--- src/rtl/cca_pkg.sv ---
package cca_pkg;

    typedef enum logic [2:0] {
        MD_OFF   = 3'd0,
        MD_CAP   = 3'd1,
        MD_SWT   = 3'd2,
        MD_HSO   = 3'd3,
        MD_PWM8  = 3'd4,
        MD_PWM16 = 3'd5,
        MD_WDOG  = 3'd6
    } mode_e;

    typedef enum logic [2:0] {
        SRC_DIV_SLOW = 3'd0,
        SRC_DIV_FAST = 3'd1,
        SRC_T0       = 3'd2,
        SRC_EXT      = 3'd3,
        SRC_SYS      = 3'd4,
        SRC_OSC      = 3'd5
    } src_e;

endpackage

--- src/rtl/cca_tick_gen.sv ---
module cca_tick_gen
    import cca_pkg::*;
#(
    parameter int DIV_SLOW = 12,
    parameter int DIV_FAST = 4,
    parameter int DIV_OSC  = 8
) (
    input  logic clk,
    input  logic rst_n,
    input  src_e src_i,
    input  logic t0_ovf_i,
    input  logic ext_clk_i,
    input  logic osc_tick_i,
    output logic tick_o
);
    localparam int SW = (DIV_SLOW > 1) ? $clog2(DIV_SLOW) : 1;
    localparam int FW = (DIV_FAST > 1) ? $clog2(DIV_FAST) : 1;
    localparam int OW = (DIV_OSC  > 1) ? $clog2(DIV_OSC)  : 1;

    typedef struct packed {
        logic [SW-1:0] slow;
        logic [FW-1:0] fast;
        logic [OW-1:0] osc;
        logic [2:0]    ext;
    } tg_st;

    tg_st st_d, st_q;
    logic slow_p, fast_p, osc_p, ext_p;

    always_comb begin
        st_d   = st_q;
        slow_p = (st_q.slow == SW'(DIV_SLOW - 1));
        fast_p = (st_q.fast == FW'(DIV_FAST - 1));
        osc_p  = osc_tick_i && (st_q.osc == OW'(DIV_OSC - 1));
        ext_p  = st_q.ext[1] && !st_q.ext[2];

        st_d.slow = slow_p ? '0 : st_q.slow + 1'b1;
        st_d.fast = fast_p ? '0 : st_q.fast + 1'b1;
        if (osc_tick_i) begin
            st_d.osc = osc_p ? '0 : st_q.osc + 1'b1;
        end
        st_d.ext = {st_q.ext[1:0], ext_clk_i};

        case (src_i)
            SRC_DIV_SLOW: tick_o = slow_p;
            SRC_DIV_FAST: tick_o = fast_p;
            SRC_T0:       tick_o = t0_ovf_i;
            SRC_EXT:      tick_o = ext_p;
            SRC_SYS:      tick_o = 1'b1;
            SRC_OSC:      tick_o = osc_p;
            default:      tick_o = 1'b0;
        endcase
    end

    always_ff @(posedge clk) begin
        if (!rst_n) begin
            st_q <= '0;
        end else begin
            st_q <= st_d;
        end
    end
endmodule

--- src/rtl/cca_channel.sv ---
module cca_channel
    import cca_pkg::*;
#(
    parameter int         CW           = 16,
    parameter bit         IS_WDT       = 1'b0,
    parameter logic [7:0] WDT_OFS_INIT = 8'hFF
) (
    input  logic          clk,
    input  logic          rst_n,
    input  logic          run_i,
    input  logic          tick_i,
    input  logic [CW-1:0] cnt_i,
    input  logic          cap_i,
    input  logic          mode_we_i,
    input  logic          val_we_i,
    input  logic [CW-1:0] wdata_i,
    output logic [CW-1:0] cfg_o,
    output logic [CW-1:0] val_o,
    output logic          pin_o,
    output logic          evt_o,
    output logic          wdt_o
);
    localparam int HI = CW - 8;

    typedef struct packed {
        mode_e         mode;
        logic          rise;
        logic          fall;
        logic [CW-1:0] val;
        logic [CW-1:0] act;
        logic          pin;
        logic [2:0]    sync;
        logic          wdt;
    } ch_st;

    ch_st st_d, st_q;
    logic [CW-1:0] cnt_inc;
    logic rise_e, fall_e, match, wd_hit, lo_wrap, full_wrap, locked, bad_mode;

    always_comb begin
        st_d      = st_q;
        evt_o     = 1'b0;
        cnt_inc   = cnt_i + 1'b1;
        rise_e    = st_q.sync[1] && !st_q.sync[2];
        fall_e    = !st_q.sync[1] && st_q.sync[2];
        match     = tick_i && (cnt_inc == st_q.val);
        wd_hit    = tick_i && (cnt_inc[CW-1:HI] == st_q.val[7:0])
                           && (cnt_inc[CW-1:HI] != cnt_i[CW-1:HI]);
        lo_wrap   = tick_i && (cnt_i[7:0] == 8'hFF);
        full_wrap = tick_i && (&cnt_i);

        st_d.sync = {st_q.sync[1:0], cap_i};
        st_d.wdt  = 1'b0;

        case (st_q.mode)
            MD_CAP: begin
                if ((st_q.rise && rise_e) || (st_q.fall && fall_e)) begin
                    st_d.val = cnt_i;
                    evt_o    = 1'b1;
                end
            end
            MD_SWT: evt_o = match;
            MD_HSO: begin
                if (match) begin
                    st_d.pin = !st_q.pin;
                    evt_o    = 1'b1;
                end
            end
            MD_PWM8: begin
                if (lo_wrap) st_d.act = {{HI{1'b0}}, st_q.val[7:0]};
            end
            MD_PWM16: begin
                if (full_wrap) st_d.act = st_q.val;
            end
            MD_WDOG: st_d.wdt = IS_WDT && wd_hit;
            default: ;
        endcase

        if (val_we_i) begin
            if (IS_WDT && st_q.mode == MD_WDOG) begin
                st_d.val = {{HI{1'b0}}, cnt_i[CW-1:HI] + wdata_i[7:0]};
            end else begin
                st_d.val = wdata_i;
            end
        end

        bad_mode = (wdata_i[2:0] == 3'd7) || (!IS_WDT && wdata_i[2:0] == 3'd6);
        locked   = IS_WDT && (st_q.mode == MD_WDOG) && run_i
                   && (wdata_i[2:0] != 3'd6);
        if (mode_we_i && !locked) begin
            st_d.mode = bad_mode ? MD_OFF : mode_e'(wdata_i[2:0]);
            st_d.rise = wdata_i[3];
            st_d.fall = wdata_i[4];
            st_d.act  = (wdata_i[2:0] == 3'd4) ? {{HI{1'b0}}, st_q.val[7:0]} : st_q.val;
            st_d.pin  = 1'b0;
        end

        case (st_q.mode)
            MD_HSO:   pin_o = st_q.pin;
            MD_PWM8:  pin_o = (cnt_i[7:0] >= st_q.act[7:0]);
            MD_PWM16: pin_o = (cnt_i >= st_q.act);
            default:  pin_o = 1'b0;
        endcase

        cfg_o = {{(CW-5){1'b0}}, st_q.fall, st_q.rise, st_q.mode};
        val_o = st_q.val;
        wdt_o = st_q.wdt;
    end

    always_ff @(posedge clk) begin
        if (!rst_n) begin
            st_q      <= '0;
            st_q.mode <= IS_WDT ? MD_WDOG : MD_OFF;
            st_q.val  <= IS_WDT ? {{HI{1'b0}}, WDT_OFS_INIT} : '0;
        end else begin
            st_q <= st_d;
        end
    end
endmodule

--- src/rtl/cap_cmp_array.sv ---
module cap_cmp_array
    import cca_pkg::*;
#(
    parameter int         NCH          = 6,
    parameter int         CW           = 16,
    parameter int         DIV_SLOW     = 12,
    parameter int         DIV_FAST     = 4,
    parameter int         DIV_OSC      = 8,
    parameter logic [7:0] WDT_OFS_INIT = 8'hFF,
    localparam int        NREG         = 2 * NCH + 3,
    localparam int        AW           = $clog2(NREG)
) (
    input  logic           clk,
    input  logic           rst_n,
    input  logic           wr_en_i,
    input  logic [AW-1:0]  addr_i,
    input  logic [CW-1:0]  wdata_i,
    output logic [CW-1:0]  rdata_o,
    input  logic           t0_ovf_i,
    input  logic           ext_clk_i,
    input  logic           osc_tick_i,
    input  logic [NCH-1:0] cap_i,
    output logic [NCH-1:0] cex_o,
    output logic [NCH-1:0] flags_o,
    output logic           wdt_rst_o
);
    localparam logic [AW-1:0] A_CTRL = AW'(0);
    localparam logic [AW-1:0] A_CNT  = AW'(1);
    localparam logic [AW-1:0] A_FLAG = AW'(2 * NCH + 2);

    typedef struct packed {
        logic           run;
        src_e           src;
        logic [CW-1:0]  cnt;
        logic [NCH-1:0] flags;
    } top_st;

    top_st st_d, st_q;
    logic src_tick, ch_tick, cnt_wr, ctrl_wr, flag_wr, wd_armed;
    logic [CW-1:0]  ch_cfg [NCH];
    logic [CW-1:0]  ch_val [NCH];
    logic [NCH-1:0] ch_evt, ch_wdt;

    cca_tick_gen #(
        .DIV_SLOW (DIV_SLOW),
        .DIV_FAST (DIV_FAST),
        .DIV_OSC  (DIV_OSC)
    ) u_tick (
        .clk        (clk),
        .rst_n      (rst_n),
        .src_i      (st_q.src),
        .t0_ovf_i   (t0_ovf_i),
        .ext_clk_i  (ext_clk_i),
        .osc_tick_i (osc_tick_i),
        .tick_o     (src_tick)
    );

    assign cnt_wr  = wr_en_i && (addr_i == A_CNT);
    assign ctrl_wr = wr_en_i && (addr_i == A_CTRL);
    assign flag_wr = wr_en_i && (addr_i == A_FLAG);
    assign ch_tick = st_q.run && src_tick && !cnt_wr;

    for (genvar i = 0; i < NCH; i++) begin : g_ch
        cca_channel #(
            .CW           (CW),
            .IS_WDT       (i == NCH - 1),
            .WDT_OFS_INIT (WDT_OFS_INIT)
        ) u_ch (
            .clk       (clk),
            .rst_n     (rst_n),
            .run_i     (st_q.run),
            .tick_i    (ch_tick),
            .cnt_i     (st_q.cnt),
            .cap_i     (cap_i[i]),
            .mode_we_i (wr_en_i && (addr_i == AW'(2 + 2 * i))),
            .val_we_i  (wr_en_i && (addr_i == AW'(3 + 2 * i))),
            .wdata_i   (wdata_i),
            .cfg_o     (ch_cfg[i]),
            .val_o     (ch_val[i]),
            .pin_o     (cex_o[i]),
            .evt_o     (ch_evt[i]),
            .wdt_o     (ch_wdt[i])
        );
    end

    always_comb begin
        st_d = st_q;
        if (ctrl_wr) begin
            st_d.run = wdata_i[3];
            st_d.src = src_e'(wdata_i[2:0]);
        end
        if (cnt_wr) begin
            st_d.cnt = wdata_i;
        end else if (ch_tick) begin
            st_d.cnt = st_q.cnt + 1'b1;
        end
        st_d.flags = (st_q.flags & ~(flag_wr ? wdata_i[NCH-1:0] : '0)) | ch_evt;
    end

    always_comb begin
        rdata_o = '0;
        if (addr_i == A_CTRL) rdata_o = CW'({st_q.run, st_q.src});
        if (addr_i == A_CNT)  rdata_o = st_q.cnt;
        if (addr_i == A_FLAG) rdata_o = CW'(st_q.flags);
        for (int i = 0; i < NCH; i++) begin
            if (addr_i == AW'(2 + 2 * i)) rdata_o = ch_cfg[i];
            if (addr_i == AW'(3 + 2 * i)) rdata_o = ch_val[i];
        end
    end

    assign flags_o   = st_q.flags;
    assign wdt_rst_o = |ch_wdt;
    assign wd_armed  = (ch_cfg[NCH-1][2:0] == 3'd6);

    always_ff @(posedge clk) begin
        if (!rst_n) begin
            st_q     <= '0;
            st_q.run <= 1'b1;
            st_q.src <= SRC_DIV_SLOW;
        end else begin
            st_q <= st_d;
        end
    end
endmodule

--- config.mk ---
export PLATFORM = sky130hd
export DESIGN_NAME = cap_cmp_array
export DESIGN_NICKNAME = d
export VERILOG_FILES = /design/src/rtl/cca_pkg.sv /design/src/rtl/cca_tick_gen.sv /design/src/rtl/cca_channel.sv /design/src/rtl/cap_cmp_array.sv
export SDC_FILE = /design/constraint.sdc
export NUM_CORES = 1
export LEC_CHECK = 0
export CORE_AREA = 2 2 200 202
export DETAILED_ROUTE_END_ITERATION = 8
export DIE_AREA = 0 0 202 204
export GPL_ROUTABILITY_DRIVEN = 0
export PLACE_DENSITY_LB_ADDON = 0.1
export SYNTH_ARGS = -nofsm -noshare
export SYNTH_HDL_FRONTEND = slang
export SYNTH_HIERARCHICAL = 1
export SYNTH_SLANG_ARGS = --single-unit
--- constraint.sdc ---
create_clock -name clk -period 5.6 [get_ports clk]
set_input_delay 1.12 -clock clk [delete_from_list [all_inputs] [get_ports clk]]
set_output_delay 1.12 -clock clk [all_outputs]
set_load 0.1 [all_outputs]
==> run_results.csv, run 1 <==
group,metric,value,unit
sta,hold_viol_final,0,
sta,maxSlewViolCount,0,
pwr,cellPowerDensity,218.6,nW/um^2
clock_tree,root_buffer,"clkbuf_16",
synth,synth-seq-cells,285,
sta,rsz0062_at_grt,"no",
layout,finalInstanceArea,24410,sq um
setup_path,crit_slowest_cell,"clkdlybuf4s50_1",
layout,fin_cells,3328,
synth,yosysMostFrequentCell,"nand2_1",
synth,syn_inst,2883,
synth,netlist_area,23150,sq um
clock_tree,cts_tree,"built",
place,pre_cts_slack,0.8096,ns
setup_path,startpoint,"st_q[19]$_SDFFE_PN0P_",
sta,fmax,198.0,MHz
sta,tns,0,ns
pwr,ir_drop,245.4,uV
pwr,p_leak,9.353,nW
sta,post-route-period-util,90.19,%
drt,drcViolationCount,0,
layout,layout-drive-gt1-share,9.568,%
drt,ant_nets,0,
drt,drt_pass1_iterations,6,
setup_path,worstPathArrival,3.93,ns
clock_tree,cts.repair.resized,0,
sta,period_needed,5.051,ns
grt,met3_usage,7.382,%
setup_path,cp_max_fo,24,
layout,syn_to_final_growth,5.471,%
grt,use_met2,56.92,%
synth,synth-edff-count,0,
pwr,switchingPower,1.453,mW
place,placement.io_buffers,60,
synth,synthDominantCellAreaShare,24.65,%
setup_path,startpoint_type,"flip-flop",
grt,globalRouteMet1Util,48.60,%
synth,ys_types,103,
outcome,status,"completed",
clock_tree,cts.sinks,285,
sta,worstMarginPinSlew,1.261,ns
layout,multi_input_area,14920,sq um
setup_path,crit_chain,"ha_1 > a21o_1 > a21o_1 > a21oi_1 > o21ai_0 > a32oi_1 > o211ai_1 > clkdlybuf4s50_1",
grt,grt_max_degree,104,
place,dp_hpwl,53690,um
clock_tree,clockBufferDepth,3,
synth,syn_avg_cell_area,8.028,sq um
drt,avgViaCountPerCell,6.414,
synth,async_flop_share,0,%
place,place_area,23170,sq um
grt,grt.total_usage,37.45,%
sta,slew_headroom,15.84,%
sta,fin_skew,0.02045,ns
setup_path,cpMostUsedCell,"a21o_1",
pwr,share_comb_of_total_power,14.0,%
pwr,p_clk_share,46.4,%
setup_path,r2r_start,"u_tick/st_q[3]$_SDFFE_PN0P_",
pwr,seq_power_share,39.6,%
grt,grt_overflow,0,
setup_path,path_buf_inv,1,
grt,antenna_found_initial,4,
synth,ys_top_cells_by_area,"dfxtp_1 (25%), buf_4 (7.1%), ha_1 (6.2%)",
setup_path,path_class,"flip-flop to output port",
synth,yosysSeqAreaShare,24.65,%
flow_run,max_cap_violations,0,
min_path,hp-class,"flip-flop to flip-flop",
clock_tree,htree_levels,2,
floorplan,rows,73,
synth,yosys_warnings,6,
floorplan,pin_count,61,
sta,finalSetupViolCount,0,
synth,synthTopCellsByCount,"nand2_1 (328), dfxtp_1 (285), buf_4 (220)",
setup_path,crit_family,"compound AO/OA/AOI/OAI gates",
grt,grt_first_pass_wirelength,118800,um
setup_path,end_kind,"output port",
drt,routed_wl,78830,um
setup_path,crit_required,4.48,ns
setup_path,worst_path_largest_cell_delay,0.99,ns
clock_tree,clkTransAtPathRegs,0.06,ns
floorplan,initial_utilization,59.07,%
clock_tree,post_cts_buffers,0,
drt,wl_per_cell,23.69,um
layout,final_nets,2924,
clock_tree,insertion_delay,0.56,ns
drt,vias,21345,
pwr,swShare,27.23,%
sta,finalWorstSetupSlack,0.5493,ns
floorplan,die_y,204,um
grt,grt_busiest_layer,"met2",
floorplan,dieArea,41210,sq um
min_path,min_from,"u_tick/st_q[6]$_SDFF_PP0_",
synth,yosys.area.top_type,"dfxtp_1",
clock_tree,ctsHoldBuffers,0,
drt,drt_iter0_drc,2796,
layout,fillers,3452,
grt,grt_pass1_vias,19883,
pwr,p_int,3.883,mW
floorplan,core-area,39180,sq um
clock_tree,cts_buffers,35,
layout,final_core_util,62.30,%
synth,ys_dominant_reg_cell,"dfxtp_1",
floorplan,die_w,202,um
place,post-place-cells,3265,
layout,register_area,5725,sq um
[placed cells by master (no fill, tap or decap), types with 25 or more instances in the layout]
master,n
a21boi_0,100
a21o_1,50
a21oi_1,124
and2_1,128
and3_1,25
buf_4,72
clkbuf_16,37
clkdlybuf4s50_1,40
conb_1,71
dfxtp_1,269
ha_1,114
inv_1,127
mux2i_1,139
nand2_1,328
nand2b_1,33
nand3_1,115
nand3b_1,38
nand4_1,51
nor2_1,92
nor2b_1,54
nor4_1,27
o211ai_1,26
o21ai_0,127
o21ai_1,47
xnor2_1,76
xor2_1,62
[final timing paths]
| kind | to | slack [ns] | depth (start not counted) |
|---|---|---|---|
| worst min-delay path | u_tick/st_q[6]$_SDFF_PP0_ | 0.43 | 1 |
| worst max-delay path | cex_o[3] | 0.55 | 8 |
| worst min register to register | u_tick/st_q[6]$_SDFF_PP0_ | 0.43 | 1 |
| worst max register to register | g_ch[5].u_ch/st_q[18]$_SDFFE_PN0P_ | 1.82 | 13 |
[per-stage QoR]
step | power, mW | hold WS (ns)
floorplan | 2.641 | 0.4033
global placement | 2.865 | 0.4110
detailed placement | 2.875 | 0.4177
CTS | 5.330 | 0.4296
global route | 5.473 | 0.4419
finish | 5.336 | 0.4326
[registers in the layout, indices dropped and copies added, names as in the netlist]
name / flops
u_tick/st_d: 2
g_ch.u_ch/st_d: 12
g_ch.u_ch/cfg_o: 30
g_ch.u_ch/val_o: 96
flags_o: 6
g_ch.u_ch/st_q: 108
st_q: 20
g_ch.u_ch/wdt_o: 1
u_tick/st_q: 10
[layer usage]
metal	vias to the layer above	part of all wire, %
met5	-	0.049
met4	6	7.0
li1	9764	-
met1	9985	40
met3	329	11
met2	1261	42
[power groups by stage]
stage / Clock [mW] / Combinational (mW) / Sequential, mW
floorplan: 0 / 0.508 / 2.13
global placement: 0 / 0.714 / 2.15
detailed placement: 0 / 0.724 / 2.15
CTS: 2.50 / 0.728 / 2.11
global route: 2.58 / 0.786 / 2.11
finish: 2.48 / 0.749 / 2.11
[cell families after synthesis]
kind of cell,after synthesis,synth area share [%]
XOR/XNOR,138,5.222
adder cells (fa/ha/maj),115,6.249
other,6,0.09730
multiplexers,159,7.179
AO/OA/AOI/OAI,685,20.31
AND/OR/NAND/NOR,1022,24.27
buffers and inverters,473,12.02
flip-flops,285,24.65
[layout make-up]
class                   instances  area share (%)
multi-input cells            2190           61.12
flip-flops and latches        285           23.45
repair buffers                136           5.663
clock buffers                  53           4.285
well taps                     525           2.691
inverters                     129           1.983
clock inverters                 8          0.7790
diodes                          2         0.02050
Power figures use the tool's default switching activity.
==> run 2: changes to the inputs <==
--- a/config.mk
+++ b/config.mk
@@ -10,6 +10,7 @@
 export DIE_AREA = 0 0 202 204
 export GPL_ROUTABILITY_DRIVEN = 0
 export PLACE_DENSITY_LB_ADDON = 0.1
+export REMOVE_ABC_BUFFERS = 1
 export SYNTH_ARGS = -nofsm -noshare
 export SYNTH_HDL_FRONTEND = slang
 export SYNTH_HIERARCHICAL = 1
==> run_results.csv, run 2 (synthesis results as in run 1) <==
group,metric,value,unit
setup_path,crit_required,4.48,ns
clock_tree,cts_buffers,35,
setup_path,path_buf_inv,3,
drt,drt_pass1_iterations,6,
drt,avgViaCountPerCell,6.430,
drt,routed_wl,77280,um
grt,grt_max_degree,126,
layout,layout-drive-gt1-share,9.368,%
sta,tns,0,ns
place,dp_hpwl,51850,um
clock_tree,htree_levels,2,
floorplan,initial_utilization,59.07,%
sta,maxSlewViolCount,0,
drt,drcViolationCount,0,
sta,rsz0062_at_grt,"no",
setup_path,worstPathArrival,3.95,ns
sta,worstMarginPinSlew,1.146,ns
setup_path,crit_slowest_cell,"clkdlybuf4s50_1",
grt,antenna_found_initial,3,
clock_tree,cts.sinks,285,
layout,final_core_util,61.61,%
layout,antenna_cells,0,
sta,fin_hold_ws,0.4331,ns
layout,syn_to_final_growth,4.292,%
min_path,hp-class,"flip-flop to flip-flop",
setup_path,path_class,"primary input to output port",
floorplan,rows,73,
setup_path,crit_chain,"clkdlybuf4s50_1 > buf_4 > nor2_1 > o21ai_0 > nor3_1 > a221oi_1 > a21oi_1 > buf_12",
layout,layout_common_cells,"nand2_1 (328), dfxtp_1 (270), mux2i_1 (139)",
clock_tree,clkTransAtPathRegs,0.05,ns
place,placement.io_buffers,60,
clock_tree,root_buffer,"clkbuf_16",
drt,drt_iter0_drc,2747,
layout,largest_reg_flops,108,
setup_path,startpoint_type,"primary input",
clock_tree,insertion_delay,0.56,ns
floorplan,die_w,202,um
layout,mostFrequentLayoutCell,"nand2_1",
setup_path,crit_family,"buffers and inverters",
sta,period_needed,5.069,ns
flow_run,max_cap_violations,0,
sta,finalSetupViolCount,0,
layout,top_register,"g_ch.u_ch/st_q",
setup_path,rrSetupSlack,1.83,ns
pwr,ir_drop,223.7,uV
grt,grt_pass1_vias,20158,
sta,fmax,197.3,MHz
pwr,p_leak,9.232,nW
layout,final_nets,2911,
setup_path,cp_max_fo,17,
clock_tree,post_cts_buffers,0,
grt,grt_first_pass_wirelength,117000,um
sta,fin_skew,0.02471,ns
floorplan,dieArea,41210,sq um
grt,grt_overflow,0,
drt,vias,21291,
floorplan,pin_count,61,
clock_tree,cts_tree,"built",
clock_tree,clockBufferDepth,3,
sta,slew_headroom,23.49,%
floorplan,die_y,204,um
sta,post-route-period-util,90.51,%
sta,hold_viol_final,0,
floorplan,core-area,39180,sq um
drt,ant_nets,0,
setup_path,end_kind,"output port",
grt,grt.total_usage,36.63,%
pwr,cellPowerDensity,211.9,nW/um^2
drt,wl_per_cell,23.34,um
outcome,status,"completed",
clock_tree,cts.repair.resized,0,
setup_path,worst_path_largest_cell_delay,0.75,ns
clock_tree,ctsHoldBuffers,0,
==> run 2: cell count changes in the layout (fill, tap and decap cells not counted), sizes merged <==
cell	before	now
buf	96	88
bufinv	6	1
clkdlybuf4s50	40	35
clkinv	2	5
clkbuf	53	51
diode	2	0
clkinvlp	0	1
inv	129	130
==> run 2: final cells by class <==
class / count / area, sq um
Timing Repair Buffer: 123 / 1222
Fill cell: 3462 / 15040
Multi-Input combinational cell: 2190 / 14920
Inverter: 129 / 484.2
Clock inverter: 8 / 71.32
Clock buffer: 51 / 1059
Tap cell: 525 / 656.9
Sequential cell: 285 / 5724
==> run 2: layer usage <==
layer  part of all wire [%]  up-vias  track usage, %  routed length (um)
li1                       -     9733               -                   -
met1                     40     9958           46.50               30760
met2                     43     1262           57.03               32870
met3                     10      338           7.047                7995
met4                    7.3        0           23.66                5651
met5                      0        -               0                   0
==> run 2: path summary, 6_finish.rpt <==
check                                                startpoint  cells past startpoint                                 end
worst max-delay path                                  addr_i[3]                      8                          rdata_o[4]
worst min-delay path            g_ch[5].u_ch/st_d[2]$_SDFF_PN0_                      1     g_ch[5].u_ch/st_d[3]$_SDFF_PN0_
worst max register to register      u_tick/st_q[3]$_SDFFE_PN0P_                     13  g_ch[5].u_ch/st_q[18]$_SDFFE_PN0P_
worst min register to register  g_ch[5].u_ch/st_d[2]$_SDFF_PN0_                      1     g_ch[5].u_ch/st_d[3]$_SDFF_PN0_
==> run 2: where the power goes <==
group          switching [mW]  internal (mW)
registers              0.0367           2.05
logic                   0.500          0.265
clock network           0.909           1.35
total                    1.45           3.67
==> run 2: worst reg2reg max path, cell delays in order (launching register included) <==
cell	delay (ns)
dfxtp_1	0.36
ha_1	0.17
ha_1	0.16
nand2_1	0.07
a31o_2	0.24
a22oi_1	0.56
nand2_1	0.25
a31oi_2	0.23
buf_4	0.39
nand2_1	0.11
or4_1	0.50
a21oi_2	0.35
a22oi_1	0.15
nor2b_1	0.18
==> run 2: stage by stage <==
step           area, sq um  worst slack, ns  power (mW)  instances
6_report             24140           0.5314       5.116       3311
5_1_grt              24140           0.5925       5.248       3311
4_1_cts              24140           0.7191       5.109       3311
3_5_place_dp         23010           0.7312       2.872       3252
3_3_place_gp         23010           0.7066       2.862       3252
2_1_floorplan        21090           0.2805       2.535       2604
